**src/rtl/lfg_pkg.sv**
```systemverilog
package lfg_pkg;
  typedef enum logic [1:0] {
    LFG_OFF  = 2'd0,
    LFG_WAKE = 2'd1,
    LFG_RUN  = 2'd2
  } lfg_state_e;
endpackage

```
**src/rtl/lfg_step_drop.sv**
```systemverilog
// Flags a bias code that falls below half of the code seen one cycle earlier.
module lfg_step_drop #(
  parameter int DAC_W = 8
) (
  input  logic             clk,
  input  logic             rst_n,
  input  logic [DAC_W-1:0] code,
  output logic             drop
);
  localparam int CMP_W = DAC_W + 1;

  logic [DAC_W-1:0] prev_q;
  logic [DAC_W-1:0] prev_d;
  logic [CMP_W-1:0] twice_new;
  logic [CMP_W-1:0] old_ext;

  always_comb begin
    prev_d    = code;
    twice_new = {code, 1'b0};
    old_ext   = {1'b0, prev_q};
    drop      = (twice_new < old_ext);
  end

  always_ff @(posedge clk or negedge rst_n) begin
    if (!rst_n) prev_q <= '0;
    else        prev_q <= prev_d;
  end
endmodule

```
**src/rtl/lfg_dwell_timer.sv**
```systemverilog
// Counts consecutive cycles with run high; hit marks the LIMIT-th such cycle and stays high.
module lfg_dwell_timer #(
  parameter int LIMIT = 8
) (
  input  logic clk,
  input  logic rst_n,
  input  logic run,
  output logic hit
);
  localparam int CW = (LIMIT > 1) ? $clog2(LIMIT) : 1;
  localparam logic [CW-1:0] LAST = CW'(LIMIT - 1);

  logic [CW-1:0] cnt_q;
  logic [CW-1:0] cnt_d;
  logic          cnt_en;

  always_comb begin
    hit    = run && (cnt_q == LAST);
    cnt_en = !run || (cnt_q != LAST);
    cnt_d  = run ? cnt_q + 1'b1 : '0;
  end

  always_ff @(posedge clk or negedge rst_n) begin
    if (!rst_n)      cnt_q <= '0;
    else if (cnt_en) cnt_q <= cnt_d;
  end
endmodule

```
**src/rtl/lfg_sequencer.sv**
```systemverilog
// Output state machine plus the fault latch.
module lfg_sequencer
  import lfg_pkg::*;
(
  input  logic       clk,
  input  logic       rst_n,
  input  logic       dreq,
  input  logic       armed_fault,
  input  logic       clr_hit,
  input  logic       wake_hit,
  output lfg_state_e state,
  output logic       out_on,
  output logic       flag
);
  lfg_state_e st_q, st_d;
  logic       lat_q, lat_d;

  always_comb begin
    st_d = st_q;
    unique case (st_q)
      LFG_OFF:  if (!dreq) st_d = LFG_WAKE;
      LFG_WAKE: begin
        if (dreq)          st_d = LFG_OFF;
        else if (wake_hit) st_d = LFG_RUN;
      end
      LFG_RUN:  if (dreq) st_d = LFG_OFF;
      default:  st_d = LFG_OFF;
    endcase
  end

  always_comb begin
    lat_d = lat_q;
    if (clr_hit)                  lat_d = 1'b0;
    else if (armed_fault && !dreq) lat_d = 1'b1;
  end

  always_ff @(posedge clk or negedge rst_n) begin
    if (!rst_n) begin
      st_q  <= LFG_OFF;
      lat_q <= 1'b0;
    end else begin
      st_q  <= st_d;
      lat_q <= lat_d;
    end
  end

  always_comb begin
    state  = st_q;
    out_on = (st_q == LFG_RUN) && !lat_q && !armed_fault && !dreq;
    flag   = lat_q && !dreq;
  end
endmodule

```
**src/rtl/laser_fault_guard.sv**
```systemverilog
module laser_fault_guard
  import lfg_pkg::*;
#(
  parameter int DAC_W   = 8,
  parameter int RST_CYC = 250,
  parameter int ON_DLY  = 125
) (
  input  logic             clk,
  input  logic             rst_n,
  input  logic             ena_bit,
  input  logic             arm_bit,
  input  logic             dis_pin,
  input  logic             mon_ovr,
  input  logic             pd_ovr,
  input  logic [DAC_W-1:0] bias_code,
  output logic             bias_en,
  output logic             mod_en,
  output logic             fault_out
);
  logic       dreq;
  logic       step_drop;
  logic       armed_fault;
  logic       clr_hit;
  logic       wake_hit;
  logic       wake_run;
  logic       out_on;
  lfg_state_e state;

  always_comb begin
    dreq        = dis_pin || !ena_bit;
    armed_fault = arm_bit && (mon_ovr || pd_ovr || step_drop);
    wake_run    = (state == LFG_WAKE) && !dreq;
  end

  lfg_step_drop #(.DAC_W(DAC_W)) u_drop (
    .clk(clk), .rst_n(rst_n), .code(bias_code), .drop(step_drop)
  );

  lfg_dwell_timer #(.LIMIT(RST_CYC)) u_clr_tmr (
    .clk(clk), .rst_n(rst_n), .run(dreq), .hit(clr_hit)
  );

  lfg_dwell_timer #(.LIMIT(ON_DLY)) u_wake_tmr (
    .clk(clk), .rst_n(rst_n), .run(wake_run), .hit(wake_hit)
  );

  lfg_sequencer u_seq (
    .clk(clk), .rst_n(rst_n), .dreq(dreq), .armed_fault(armed_fault),
    .clr_hit(clr_hit), .wake_hit(wake_hit), .state(state),
    .out_on(out_on), .flag(fault_out)
  );

  always_comb begin
    bias_en = out_on;
    mod_en  = out_on;
  end
endmodule

```
**config.mk**
```make
export PLATFORM = sky130hd
export DESIGN_NAME = laser_fault_guard
export DESIGN_NICKNAME = d
export VERILOG_FILES = /design/src/rtl/lfg_pkg.sv /design/src/rtl/lfg_step_drop.sv /design/src/rtl/lfg_dwell_timer.sv /design/src/rtl/lfg_sequencer.sv /design/src/rtl/laser_fault_guard.sv
export SDC_FILE = /design/constraint.sdc
export NUM_CORES = 1
export LEC_CHECK = 0
export ABC_AREA = 1
export CORE_ASPECT_RATIO = 1.1
export CORE_MARGIN = 2
export CORE_UTILIZATION = 50
export DETAILED_ROUTE_END_ITERATION = 12
export GPL_ROUTABILITY_DRIVEN = 0
export PLACE_DENSITY_LB_ADDON = 0.15
export REMOVE_ABC_BUFFERS = 1
export SLEW_MARGIN = 10
export SYNTH_ARGS = -nofsm -noshare
export SYNTH_HDL_FRONTEND = slang
export SYNTH_SLANG_ARGS = --single-unit
```
**constraint.sdc**
```tcl
create_clock -name clk -period 2.5 [get_ports clk]
set_clock_uncertainty 0.2 [all_clocks]
set_input_delay 0.5 -clock clk [delete_from_list [all_inputs] [get_ports clk]]
set_output_delay 0.5 -clock clk [all_outputs]
set_load 0.01 [all_outputs]
```
==> flow_summary.toml <==
[logic_synthesis]
synthTopCellsByCount = "dfrtp_1 (26), nand2_1 (26), inv_1 (23)"
yosys_warnings = 0
ys.flop_type = "dfrtp_1"
async_flop_share_pct = 100
netlist_top_cells_area = "dfrtp_1 (48%), ha_1 (10%), nand2_1 (7.2%), inv_1 (6.4%), nand3_1 (3.3%)"
synth_top_area_cell = "dfrtp_1"
yosysSeqAreaShare_pct = 48.0
syn-cell-area_sq_mm = 0.00136
synth_edf_count = 0
synth_top_area_share_pct = 48.0
avgSynthCellArea_sq_um = 9.09
yosysUniqueCellTypes = 26
netlist_instances = 149
ys_ff_latch = 26

[finish]
final_nets = 201
fillers = 219
finish.instance_area_sq_mm = 0.00165
areaGrowthSynthToFinish_pct = 21.8
n_antenna_cell = 0
post-route-util_pct = 64.9
drive_above_1_share_pct = 20.2

[worst_setup_path]
cp.required_ns = 1.80
slowest_stage = "clkdlybuf4s50_1"
critPathKind = "in -> out"
cpMostUsedCell = "a21oi_2"
crit_path_cell_trace = "clkdlybuf4s50_1 > or2_2 > a21oi_2 > nand3_2 > nand2_2 > a21oi_2 > buf_2"
slowest_delay_ns = 0.44
path_max_fanout = 3
critPathArrivalTime_ns = 1.76
rr_worst_depth = 10
r2r_start = "u_drop.prev_q[6]"
cp-start-kind = "input pin"
crit_start = "bias_code[7]"
end_kind = "primary output"

[status]
outcome = "complete, no violations"

[detailed_routing]
routed_wl_mm = 2.33
ant_nets = 0
wire_per_inst_um = 11.4
firstDrtPassIters = 4
vias = 1015
drtIter0Drc = 22
drc_errors = 0
viasPerCell = 4.98

[place]
place_ws_ns = -0.634
numPortBuffers = 17
placed_cell_area_sq_mm = 0.00159
detailed_place_hpwl_mm = 1.76

[sta]
finalCriticalPeriod_ns = 2.46
period_share_pct = 98.5
setup_ws_ns = 0.0387
setup_tns_ns = 0
fmax_mhz = 406
maxSlewViolCount = 0
max_slew_margin_pct = 78.1
hold_violations = 0
worst_slew_pin_slew_ns = 0.329
finalSetupViolCount = 0

[die]
die_h_um = 58.6
core-area_sq_mm = 0.00254
start_util_pct = 53.3
io_pins = 18
num_rows = 19
die_w_um = 53.6
dieArea_sq_mm = 0.00314

[grt]
grt_start_max_net_pins = 27
overflow = 0
antenna_found_initial = 0
grt_pass1_wl_mm = 4.04
grt_pass1_vias = 983
grtUsageTotal_pct = 17.8

[power]
p_clk_share_pct = 21.6
sw_frac_of_total_pct = 27.2
pwr-share-seq_pct = 60.5
pwr_density_cell_mw_per_mm2 = 479
design_power_total_uw = 791
intPower_uw = 576
leakage_nw = 0.814
p_switching_uw = 216
p_comb_share_pct = 17.9
peakVddDrop_uv = 473

[cts]
clkTransAtPathRegs_ns = 0.13
cts_tree = "yes"
cts-root-buf = "clkbuf_4"
numCtsBuffers = 3
cts.sink_count = 26
insertion_delay_ns = 0.31
htreeDepth = 1
cts_max_path_buffers = 2

[worst_hold_path]
holdCritStartpoint = "bias_code[6]"
hold_class = "in -> reg"
hold_path_depth = 1

[flow_run]
cap_violations = 0
[power by group through the flow]
stage | Clock, mW | Combinational (mW) | Sequential (mW)
detailed placement | 0 | 0.137 | 0.487
global route | 0.200 | 0.163 | 0.485
global placement | 0 | 0.132 | 0.486
floorplan | 0 | 0.0806 | 0.483
finish | 0.171 | 0.142 | 0.479
CTS | 0.180 | 0.135 | 0.478
[layout make-up]
cell class              instances  area, sq um  share of cell area (%)
clock buffers                   3         22.5                    1.36
multi-input cells              96          654                    39.7
well taps                      31         38.8                    2.35
repair buffers                 22          186                    11.3
flip-flops and latches         26          651                    39.4
inverters                      26         97.6                    5.91
[through the flow]
step | hold slack, ns | cells
6_report | 0.131 | 204
5_1_grt | 0.109 | 204
4_1_cts | 0.217 | 203
3_5_place_dp | 0.257 | 200
3_3_place_gp | 0.243 | 200
2_1_floorplan | 0.00441 | 148
[kinds of logic after synthesis]
family	count (synthesis)	synth area share, %
xor gates and xnor gates	5	3.23
AOI/OAI and AO/OA	19	7.85
and+or+nand+nor	61	23.0
DFF	26	48.0
adders and majority gates	11	10.2
buffers and inverters	27	7.76
[layer usage]
layer	track usage, %	part of all wire, %	vias up
li1	-	-	528
met1	23.0	50	469
met2	29.1	46	16
met3	3.30	3.0	2
met4	7.69	0.77	0
met5	0	0	-
[sequential cells by signal, summed over array words and instances, names as in the netlist]
signal	flops
u_clr_tmr.cnt_q	8
u_drop.prev_q	8
u_wake_tmr.cnt_q	7
u_seq.state	2
u_seq.lat_q	1
[critical path, delay by kind of cell]
family | cells | cell delay [ns]
AO/OA/AOI/OAI | 2 | 0.19
buffers and inverters | 2 | 0.58
AND/OR/NAND/NOR | 3 | 0.49
[path summary, 6_finish.rpt]
path | end | slack [ns]
max in group asynchronous | u_wake_tmr.cnt_q[6] | 1.51
min in group asynchronous | u_drop.prev_q[2] | 0.34
hold / removal | u_drop.prev_q[6] | 0.13
setup reg to reg | u_seq.lat_q | 0.85
hold reg to reg | u_seq.state[0] | 0.27
setup / recovery | bias_en | 0.04
[placed cells by master (no fill, tap or decap)]
cell / instances
a31oi_1: 1
inv_1: 21
nor3_2: 1
nand2_1: 25
nand3b_1: 1
clkbuf_2: 1
a41oi_1: 1
nand2_2: 3
nor2_1: 11
or2_2: 2
ha_1: 8
nor2_4: 1
buf_4: 5
o21ai_2: 1
inv_2: 4
nor2_2: 2
clkinv_1: 1
nor4_4: 1
o21ai_1: 2
nand3_2: 4
nand3_1: 8
nand4_1: 2
o21ai_0: 6
clkdlybuf4s15_1: 2
a21oi_2: 2
ha_4: 3
xor2_1: 5
o31ai_1: 1
buf_2: 2
clkbuf_4: 3
dfrtp_1: 26
dlygate4sd2_1: 5
clkdlybuf4s50_1: 7
a21oi_1: 5
[repair_timing]
action	CTS	global route
hold buffers	0	0
pin swaps	8	5
endpoints found under the setup margin	3	2
hold endpoints to repair	0	0
resized for setup	19	11
setup buffers	0	1
No activity file was read; power rests on OpenSTA's default activity.
